File: src/rtl/gsc_pkg.sv
package gsc_pkg;
    localparam int GSC_UNIT_W = 8;

    localparam logic [2:0] REG_SRC  = 3'd0;
    localparam logic [2:0] REG_DST  = 3'd1;
    localparam logic [2:0] REG_SIZE = 3'd2;
    localparam logic [2:0] REG_GEOM = 3'd3;
    localparam logic [2:0] REG_CTRL = 3'd4;

    localparam int CTRL_START = 0;
    localparam int CTRL_BUSY  = 1;
    localparam int CTRL_ERR   = 2;
    localparam int CTRL_DONE  = 3;

    typedef struct packed {
        logic [GSC_UNIT_W-1:0] out_gap;
        logic [GSC_UNIT_W-1:0] out_width;
        logic [GSC_UNIT_W-1:0] in_gap;
        logic [GSC_UNIT_W-1:0] in_width;
    } gsc_geom_t;

    typedef enum logic [1:0] {
        ST_IDLE = 2'd0,
        ST_RREQ = 2'd1,
        ST_RDAT = 2'd2,
        ST_WR   = 2'd3
    } gsc_state_e;
endpackage

File: src/rtl/gsc_regs.sv
module gsc_regs
    import gsc_pkg::*;
#(
    parameter int ADDR_W     = 32,
    parameter int SIZE_W     = 24,
    parameter int BEAT_BYTES = 16
) (
    input  logic              clk,
    input  logic              rst_n,
    input  logic              cfg_we,
    input  logic [2:0]        cfg_addr,
    input  logic [31:0]       cfg_wdata,
    output logic [31:0]       cfg_rdata,
    input  logic              busy,
    input  logic              err,
    input  logic              done,
    output logic [ADDR_W-1:0] src_base,
    output logic [ADDR_W-1:0] dst_base,
    output logic [SIZE_W-1:0] xfer_size,
    output gsc_geom_t         geom,
    output logic              launch,
    output logic              done_clr
);
    localparam int SH = $clog2(BEAT_BYTES);

    typedef struct packed {
        logic [ADDR_W-1:0] src;
        logic [ADDR_W-1:0] dst;
        logic [SIZE_W-1:0] size;
        gsc_geom_t         geom;
    } regs_t;

    regs_t rg_d, rg_q;
    logic  cfg_open;
    logic  ctrl_wr;

    always_comb begin
        cfg_open = cfg_we && !busy;
        ctrl_wr  = cfg_we && (cfg_addr == REG_CTRL);
        rg_d     = rg_q;
        if (cfg_open) begin
            unique case (cfg_addr)
                REG_SRC:  rg_d.src  = {cfg_wdata[ADDR_W-1:SH], {SH{1'b0}}};
                REG_DST:  rg_d.dst  = {cfg_wdata[ADDR_W-1:SH], {SH{1'b0}}};
                REG_SIZE: rg_d.size = cfg_wdata[SIZE_W-1:0];
                REG_GEOM: rg_d.geom = gsc_geom_t'(cfg_wdata);
                default:  ;
            endcase
        end
        launch   = ctrl_wr && !busy && cfg_wdata[CTRL_START];
        done_clr = ctrl_wr && cfg_wdata[CTRL_DONE] && !cfg_wdata[CTRL_START];
    end

    always_ff @(posedge clk or negedge rst_n) begin
        if (!rst_n) rg_q <= '0;
        else        rg_q <= rg_d;
    end

    always_comb begin
        cfg_rdata = '0;
        unique case (cfg_addr)
            REG_SRC:  cfg_rdata[ADDR_W-1:0] = rg_q.src;
            REG_DST:  cfg_rdata[ADDR_W-1:0] = rg_q.dst;
            REG_SIZE: cfg_rdata[SIZE_W-1:0] = rg_q.size;
            REG_GEOM: cfg_rdata             = 32'(rg_q.geom);
            REG_CTRL: begin
                cfg_rdata[CTRL_START] = busy;
                cfg_rdata[CTRL_BUSY]  = busy;
                cfg_rdata[CTRL_ERR]   = err;
                cfg_rdata[CTRL_DONE]  = done;
            end
            default:  cfg_rdata = '0;
        endcase
    end

    assign src_base  = rg_q.src;
    assign dst_base  = rg_q.dst;
    assign xfer_size = rg_q.size;
    assign geom      = rg_q.geom;
endmodule

File: src/rtl/gsc_stride.sv
module gsc_stride #(
    parameter int ADDR_W     = 32,
    parameter int UNIT_W     = 8,
    parameter int BEAT_BYTES = 16
) (
    input  logic              clk,
    input  logic              rst_n,
    input  logic              load,
    input  logic              step,
    input  logic [ADDR_W-1:0] base,
    input  logic [UNIT_W-1:0] width,
    input  logic [UNIT_W-1:0] gap,
    output logic [ADDR_W-1:0] addr
);
    localparam int SH = $clog2(BEAT_BYTES);
    localparam int PW = ADDR_W - SH;

    typedef struct packed {
        logic [PW-1:0]     ptr;
        logic [UNIT_W-1:0] left;
    } stride_t;

    stride_t st_d, st_q;
    logic    line_end;

    always_comb begin
        st_d     = st_q;
        line_end = (st_q.left <= UNIT_W'(1));
        if (load) begin
            st_d.ptr  = base[ADDR_W-1:SH];
            st_d.left = width;
        end else if (step) begin
            if (line_end) begin
                st_d.ptr  = st_q.ptr + PW'(1) + PW'(gap);
                st_d.left = width;
            end else begin
                st_d.ptr  = st_q.ptr + PW'(1);
                st_d.left = st_q.left - UNIT_W'(1);
            end
        end
    end

    always_ff @(posedge clk or negedge rst_n) begin
        if (!rst_n) st_q <= '0;
        else        st_q <= st_d;
    end

    assign addr = {st_q.ptr, {SH{1'b0}}};
endmodule

File: src/rtl/gsc_ctrl.sv
module gsc_ctrl
    import gsc_pkg::*;
#(
    parameter int SIZE_W     = 24,
    parameter int BEAT_BYTES = 16
) (
    input  logic                    clk,
    input  logic                    rst_n,
    input  logic                    launch,
    input  logic                    done_clr,
    input  logic                    cfg_bad,
    input  logic [SIZE_W-1:0]       xfer_size,
    output logic                    rd_req_valid,
    input  logic                    rd_req_ready,
    input  logic                    rd_rvalid,
    input  logic [8*BEAT_BYTES-1:0] rd_rdata,
    output logic                    wr_valid,
    input  logic                    wr_ready,
    output logic [8*BEAT_BYTES-1:0] wr_data,
    output logic [BEAT_BYTES-1:0]   wr_strb,
    output logic                    load,
    output logic                    step,
    output logic                    busy,
    output logic                    err,
    output logic                    done
);
    localparam int DATA_W = 8 * BEAT_BYTES;

    typedef struct packed {
        gsc_state_e        st;
        logic [SIZE_W-1:0] rem;
        logic [DATA_W-1:0] beat;
        logic              err;
        logic              done;
    } ctrl_t;

    ctrl_t cs_d, cs_q;
    logic  last_beat;

    always_comb begin
        cs_d      = cs_q;
        load      = 1'b0;
        step      = 1'b0;
        last_beat = (cs_q.rem <= SIZE_W'(BEAT_BYTES));
        if (done_clr) cs_d.done = 1'b0;
        unique case (cs_q.st)
            ST_IDLE: begin
                if (launch) begin
                    cs_d.done = 1'b0;
                    cs_d.err  = 1'b0;
                    if (cfg_bad) begin
                        cs_d.err = 1'b1;
                    end else if (xfer_size == '0) begin
                        cs_d.done = 1'b1;
                    end else begin
                        load     = 1'b1;
                        cs_d.rem = xfer_size;
                        cs_d.st  = ST_RREQ;
                    end
                end
            end
            ST_RREQ: begin
                if (rd_req_ready) cs_d.st = ST_RDAT;
            end
            ST_RDAT: begin
                if (rd_rvalid) begin
                    cs_d.beat = rd_rdata;
                    cs_d.st   = ST_WR;
                end
            end
            ST_WR: begin
                if (wr_ready) begin
                    step = 1'b1;
                    if (last_beat) begin
                        cs_d.rem  = '0;
                        cs_d.done = 1'b1;
                        cs_d.st   = ST_IDLE;
                    end else begin
                        cs_d.rem = cs_q.rem - SIZE_W'(BEAT_BYTES);
                        cs_d.st  = ST_RREQ;
                    end
                end
            end
            default: cs_d.st = ST_IDLE;
        endcase
    end

    always_ff @(posedge clk or negedge rst_n) begin
        if (!rst_n) cs_q <= '{st: ST_IDLE, default: '0};
        else        cs_q <= cs_d;
    end

    always_comb begin
        for (int b = 0; b < BEAT_BYTES; b++) begin
            wr_strb[b] = (SIZE_W'(b) < cs_q.rem);
        end
    end

    assign rd_req_valid = (cs_q.st == ST_RREQ);
    assign wr_valid     = (cs_q.st == ST_WR);
    assign wr_data      = cs_q.beat;
    assign busy         = (cs_q.st != ST_IDLE);
    assign err          = cs_q.err;
    assign done         = cs_q.done;
endmodule

File: src/rtl/gsc_dma.sv
module gsc_dma
    import gsc_pkg::*;
#(
    parameter int ADDR_W     = 32,
    parameter int SIZE_W     = 24,
    parameter int BEAT_BYTES = 16
) (
    input  logic                    clk,
    input  logic                    rst_n,
    input  logic                    cfg_we,
    input  logic [2:0]              cfg_addr,
    input  logic [31:0]             cfg_wdata,
    output logic [31:0]             cfg_rdata,
    output logic                    irq,
    output logic                    rd_req_valid,
    input  logic                    rd_req_ready,
    output logic [ADDR_W-1:0]       rd_req_addr,
    input  logic                    rd_rvalid,
    input  logic [8*BEAT_BYTES-1:0] rd_rdata,
    output logic                    wr_valid,
    input  logic                    wr_ready,
    output logic [ADDR_W-1:0]       wr_addr,
    output logic [8*BEAT_BYTES-1:0] wr_data,
    output logic [BEAT_BYTES-1:0]   wr_strb
);
    localparam int NSIDE = 2;

    logic              busy, err, done;
    logic              launch, done_clr, load, step, cfg_bad;
    logic [ADDR_W-1:0] src_base, dst_base;
    logic [SIZE_W-1:0] xfer_size;
    gsc_geom_t         geom;

    logic [ADDR_W-1:0]     side_base [NSIDE];
    logic [GSC_UNIT_W-1:0] side_width[NSIDE];
    logic [GSC_UNIT_W-1:0] side_gap  [NSIDE];
    logic [ADDR_W-1:0]     side_addr [NSIDE];

    gsc_regs #(.ADDR_W(ADDR_W), .SIZE_W(SIZE_W), .BEAT_BYTES(BEAT_BYTES)) u_regs (
        .clk(clk), .rst_n(rst_n),
        .cfg_we(cfg_we), .cfg_addr(cfg_addr), .cfg_wdata(cfg_wdata), .cfg_rdata(cfg_rdata),
        .busy(busy), .err(err), .done(done),
        .src_base(src_base), .dst_base(dst_base), .xfer_size(xfer_size), .geom(geom),
        .launch(launch), .done_clr(done_clr)
    );

    assign cfg_bad = (geom.in_width == '0) || (geom.out_width == '0);

    gsc_ctrl #(.SIZE_W(SIZE_W), .BEAT_BYTES(BEAT_BYTES)) u_ctrl (
        .clk(clk), .rst_n(rst_n),
        .launch(launch), .done_clr(done_clr), .cfg_bad(cfg_bad), .xfer_size(xfer_size),
        .rd_req_valid(rd_req_valid), .rd_req_ready(rd_req_ready),
        .rd_rvalid(rd_rvalid), .rd_rdata(rd_rdata),
        .wr_valid(wr_valid), .wr_ready(wr_ready), .wr_data(wr_data), .wr_strb(wr_strb),
        .load(load), .step(step), .busy(busy), .err(err), .done(done)
    );

    assign side_base[0]  = src_base;
    assign side_width[0] = geom.in_width;
    assign side_gap[0]   = geom.in_gap;
    assign side_base[1]  = dst_base;
    assign side_width[1] = geom.out_width;
    assign side_gap[1]   = geom.out_gap;

    for (genvar s = 0; s < NSIDE; s++) begin : g_side
        gsc_stride #(.ADDR_W(ADDR_W), .UNIT_W(GSC_UNIT_W), .BEAT_BYTES(BEAT_BYTES)) u_stride (
            .clk(clk), .rst_n(rst_n),
            .load(load), .step(step),
            .base(side_base[s]), .width(side_width[s]), .gap(side_gap[s]),
            .addr(side_addr[s])
        );
    end

    assign rd_req_addr = side_addr[0];
    assign wr_addr     = side_addr[1];
    assign irq         = done;
endmodule

File: config.mk
export PLATFORM = sky130hd
export DESIGN_NAME = gsc_dma
export DESIGN_NICKNAME = d
export VERILOG_FILES = /design/src/rtl/gsc_pkg.sv /design/src/rtl/gsc_regs.sv /design/src/rtl/gsc_stride.sv /design/src/rtl/gsc_ctrl.sv /design/src/rtl/gsc_dma.sv
export SDC_FILE = /design/constraint.sdc
export NUM_CORES = 1
export LEC_CHECK = 0
export BUFFER_PORTS_ARGS = -buffer_cell sky130_fd_sc_hd__buf_2
export CORE_ASPECT_RATIO = 1.25
export CORE_MARGIN = 10
export CORE_UTILIZATION = 45
export DETAILED_ROUTE_END_ITERATION = 8
export GPL_TIMING_DRIVEN = 0
export PLACE_DENSITY = 0.75
export SLEW_MARGIN = 40
export SYNTH_ARGS = -nofsm -noshare
export SYNTH_HDL_FRONTEND = slang
export SYNTH_SLANG_ARGS = --single-unit
export TNS_END_PERCENT = 10
File: constraint.sdc
create_clock -name clk -period 6.6 [get_ports clk]
set_clock_uncertainty 0.1 [all_clocks]
set_input_delay 1.32 -clock clk [delete_from_list [all_inputs] [get_ports clk]]
set_output_delay 1.32 -clock clk [all_outputs]
set_load 0.01 [all_outputs]
**Word-level counts from Yosys, hierarchy flattened**

Index checks and enable logic that the tools add are counted.
Widths: inputs -> output; s select.

- Magnitude comparators: 19
- Reduce and logical (&&, ||, !) cells: 25
- Add/sub/neg operators: 7
- Muxes and demuxes: 32
- Eq/ne operators: 13

Operators with widths:

| operator | number |
|---|---|
| $mux 36 | 6 |
| $lt 4x24->1 const A | 8 |
| $mux 26 | 4 |
| $lt 3x24->1 const A | 4 |
| $pmux 20 s4 | 1 |
| $add 28x1->28 const B | 2 |
| $add 28x8->28 | 2 |
| $lt 1x24->1 const A | 2 |
| $lt 2x24->1 const A | 2 |
| $pmux 24 s2 | 1 |
| $mux 25 | 1 |
| $le 24x5->1 const B | 1 |
| $logic_not 24->1 | 1 |
| $pmux 8 s3 | 1 |
| $sub 24x5->24 const B | 1 |
| $le 8x1->1 const B | 2 |
| $logic_not 8->1 | 2 |
| $sub 8x1->8 const B | 2 |
| $mux 1 | 13 |
| $pmux 4 s3 | 1 |
| $reduce_and 2->1 | 6 |
| $ne 2x2->1 const B | 4 |
| $pmux 2 s4 | 1 |
| $eq 3x2->1 const B | 2 |
| other kinds (15) | 26 |

- Word-level logic and storage cells: 112
- Output and inout bits: 243
- Register bits: 340

**Depth between registers and ports, before layout**

- Word-level depth: 8
- Mapped depth: 14

**Modules after synthesis**

A second synthesis with hierarchy kept.

- Cell total of the unflattened synthesis: 1,938
- Area, all modules: 20,134.3 µm²

By module, submodules not included:

| module | area each (µm²) | times used | cells an instance |
|---|---|---|---|
| gsc_ctrl | 7,712.4 | 1 | 646 |
| gsc_regs | 5,210.0 | 1 | 350 |
| gsc_stride (g_side[0].u_stride) | 3,759.9 | 1 | 498 |
| gsc_stride (g_side[1].u_stride) | 3,415.8 | 1 | 437 |
| gsc_dma | 36.3 | 1 | 7 |

**Least setup slack after synthesis**

No wires, ideal clock.

- Path type: input -> output
- Start point: input port cfg_addr[0]
- End point: output port cfg_rdata[10]
- Stages: 6
- Setup slack: 2.487 ns
- Arrival time: 2.693 ns
- Path buffers: 3
- Cells stage by stage: clkbuf_1 > and2_1 > clkbuf_1 > nor2b_1 > clkbuf_1 > a221o_1

- Longest elaborated chain between the ends: 2
- Elaborated cells between the ends (all ways): 5
- Those cells by class: 3 x eq/ne; 1 x mux; 1 x reduce/logical

RTL lines:

| element | RTL line | text |
|---|---|---|
| start: declaration | gsc_dma.sv:11 | `input logic [2:0] cfg_addr,` |
| $eq 3x2->1 (tied with other cells) | gsc_regs.sv:61 | `unique case (cfg_addr)` |
| $pmux 20 s4 (*) | gsc_regs.sv:61 |  |
| end: declaration | gsc_dma.sv:13 | `output logic [31:0] cfg_rdata,` |

Every way passes the cells marked *; elsewhere a longest branch is shown, timed or not.

**Worst setup path after layout**

- Start point: input port cfg_addr[0]
- End point: output port cfg_rdata[20]

Same word-level chain as after synthesis.

==> results.yml <==
outcome:
  status: "finished, final reports clean"
setup_path:
  arrival_ps: 3700
  crit_family: "buffers and inverters"
  path_cells: "clkbuf_1 > and2_1 > clkbuf_1 > nor2b_1 > clkbuf_1 > a221o_1 > buf_2"
  crit_top_cell: "clkbuf_1"
  max_stage_delay_ps: 560
  cp-start-kind: "input pin"
  cp.required_ps: 5180
  worst-path-buf-inv: 4
  critPathKind: "in -> out"
  slowest_stage: "clkbuf_1"
  endpoint_kind: "output pin"
  worstPathMaxFanout: 10
synthesis:
  yosysTopAreaCell: "dfrtp_1"
  synth_compound_area_share_pct: 13.3
  ys_top_cells_by_area: "dfrtp_1 (44%), mux2_2 (14%), buf_4 (7.5%)"
  ys_ff_latch: 340
  synthAdderAreaFrac_pct: 2.26
  synth_top_area_share_pct: 44.0
  synth_edf_count: 0
  synth_top_family_by_area: "multiplexers"
  yosysSeqAreaShare_pct: 44.0
  synthXorXnorAreaFrac_pct: 2.48
  synth_area_per_cell_um2: 10.2
  syn_inst: 1900
  synthFlopType: "dfrtp_1"
  synth_simple_gate_area_share_pct: 13.0
  syn_area_um2: 19400
  ys_async_sr_fraction_pct: 100
  ys_types: 87
  ys_warn_count: 0
  synthMuxAreaShare_pct: 14.9
cts:
  clock-sinks: 340
  cts-resized-gates: 0
  clk_pin_slew_worst_paths_ps: 60
  cts_tree: "yes"
  clock_path_buffers: 3
  cts_made_buffers: 37
  cts.htree.levels: 2
  post-cts-setup-buffer-count: 0
  root_buffer: "clkbuf_16"
  holdBufCountCts: 0
  clock_latency_ps: 550
floorplanning:
  die_h_um: 252
  start_util_pct: 45.8
  ios: 412
  fp.dieW_um: 205
  core_um2: 42300
  die-area_um2: 51800
  rows: 84
detailed_routing:
  routedWlPerCell_um: 24.1
  num_vias: 17014
  wl_um: 70900
  dr.pass1.iters: 5
  ant_nets: 0
  post_drt_via_cell_ratio: 5.78
  drt_iter0_markers: 1243
  drc: 0
placement:
  placed_area_um2: 22200
  pre_cts_ws_ps: 1520
  hpwl_um: 55700
  place.port_buffers: 402
  gp_congestion: 0.975
global_route:
  grtUsageMet1_pct: 28.1
  grt_max_degree: 77
  grt_pass1_vias: 17623
  met3_usage_pct: 6.94
  grt_pass1_wl_um: 106000
  use_met2_pct: 46.2
  grt_usage_pct: 26.6
  antenna_found_initial: 14
  grt_busiest_layer: "met2"
  grt-ovfl-total: 0
timing:
  hold_viol: 0
  layout_setup_ws_ps: 1480
  final_max_slew_viol_count: 0
  period_minus_slack_ps: 5120
  tightestPinTransition_ps: 885
  slew_headroom_pct: 41.0
  whs_ps: 405
  rsz0062_at_grt: "no"
  final_min_period_over_clock_period_pct: 77.6
  finalSetupViolations: 0
  fmax_ghz: 0.195
pwr:
  switching_share_pct: 39.6
  p_sw_mw: 4.45
  internal_power_mw: 6.79
  power.leakage_nw: 10.8
  pwr-share-clk_pct: 19.0
  power_mw: 11.2
  peakVddDrop_v: 0.000346
  powerDensity_nw_per_um2: 479
  seq_power_share_pct: 36.9
  combinationalPowerShare_pct: 44.0
job:
  drv_cap: 0
layout:
  final_nets: 2554
  drive_gt1_share_pct: 39.4
  layout_common_cells: "buf_2 (412), dfrtp_1 (340), mux2_2 (239)"
  layout_commonest_cell: "buf_2"
  synthToLayoutAreaGrowth_pct: 21.3
  stdcell_area_um2: 23500
  fill_cells: 3761
min_path:
  hp-class: "reg -> reg"
flip-flops by register name (all words and copies together), names as in the netlist:
register,flops
g_side.u_stride.addr,56
u_regs.geom,32
u_ctrl.cs_q,26
u_ctrl.done,1
u_regs.src_base,28
u_ctrl.err,1
g_side.u_stride.st_q,16
u_regs.dst_base,28
u_ctrl.wr_data,128
u_regs.xfer_size,24
path summary, 6_finish.rpt:
check | start | depth (start not counted) | to | slack [ps]
worst min-delay path | u_ctrl.wr_data[108] | 1 | u_ctrl.wr_data[108] | 410
min in group asynchronous | rst_n | 1 | u_regs.geom[27] | 620
max in group asynchronous | rst_n | 4 | u_ctrl.wr_data[53] | 4270
worst min register to register | u_ctrl.wr_data[108] | 1 | u_ctrl.wr_data[108] | 410
worst max-delay path | cfg_addr[0] | 7 | cfg_rdata[20] | 1480
worst max register to register | g_side[0].u_stride.addr[4] | 14 | g_side[0].u_stride.addr[13] | 2050
area by class of cell:
type	count	area, µm²	area share, %
Antenna cell	3	7.51	0.0320
Buffer	295	1850	7.90
Clock buffer	55	1110	4.71
Clock inverter	12	128	0.544
Inverter	27	101	0.432
Multi-Input combinational cell	1245	8930	38.1
Sequential cell	340	8510	36.3
Tap cell	559	699	2.98
Timing Repair Buffer	406	2130	9.08
Yosys cell counts, types with 4 or more instances:
cell,count
nand3b_1,4
nor3b_1,6
nand4_1,22
nand2b_1,6
o21a_1,5
a22oi_1,12
a2111oi_0,4
nand4b_1,5
and4_1,8
a211oi_1,8
a21oi_1,93
o211ai_1,9
o22ai_1,14
a32oi_1,4
and3_1,14
a21boi_0,4
nor2_1,133
clkbuf_1,82
o31ai_1,9
or4_1,7
buf_2,11
or3_1,13
nor4_1,28
buf_1,8
xor2_1,24
nor2b_1,8
or2_2,5
nand3_1,44
a22o_1,27
xnor2_1,29
mux2i_1,17
nand2_1,132
o2bb2ai_1,4
ha_1,31
dfrtp_1,340
inv_1,26
a31oi_1,26
o211a_1,5
and2_1,12
a221o_1,20
buf_4,194
mux2_2,239
nor3_1,35
a21o_1,11
o21ai_0,106
power groups by stage:
stage	Clock [mW]	Sequential [mW]	Combinational, mW
6_report	2.14	4.15	4.95
5_1_grt	2.23	4.25	5.37
4_1_cts	2.16	4.11	4.97
3_5_place_dp	0	4.13	4.93
3_3_place_gp	0	4.09	4.79
2_1_floorplan	0	3.68	3.45
per-layer routing:
layer  vias up  share of wire [%]
met1      8301                 35
met5         -               0.17
li1       7564                  -
met4        16                6.8
met2       891                 50
met3       242                8.5
through the flow:
step | setup TNS (ps) | instances | utilization [%]
6_report | 0 | 2942 | 55.5
5_1_grt | 0 | 2942 | 55.5
4_1_cts | 0 | 2939 | 55.5
3_5_place_dp | 0 | 2872 | 52.6
3_3_place_gp | -809770 | 2868 | 52.3
2_1_floorplan | 0 | 1907 | -
cell families (layout without fill, tap and decap cells):
family / Yosys count / after routing
buffers and inverters: 322 / 795
adder cells (fa/ha/maj): 34 / 34
XOR/XNOR: 54 / 54
other: 1 / 11
AO/OA/AOI/OAI: 394 / 394
multiplexers: 257 / 257
flip-flops: 340 / 340
AND/OR/NAND/NOR: 498 / 498
worst reg2reg max path: stages, from the launching register on:
cell and delay, ps:
dfrtp_1 650, ha_1 440, and3_2 230, clkbuf_1 300
nand3_1 140, xnor2_1 180, ha_1 260, or3_1 390
a2111o_1 430, a21oi_2 490, nor2_1 140, a41oi_1 250
o21ai_0 150, xnor2_1 170, o21ai_0 90
No activity file was read; power rests on OpenSTA's default activity.
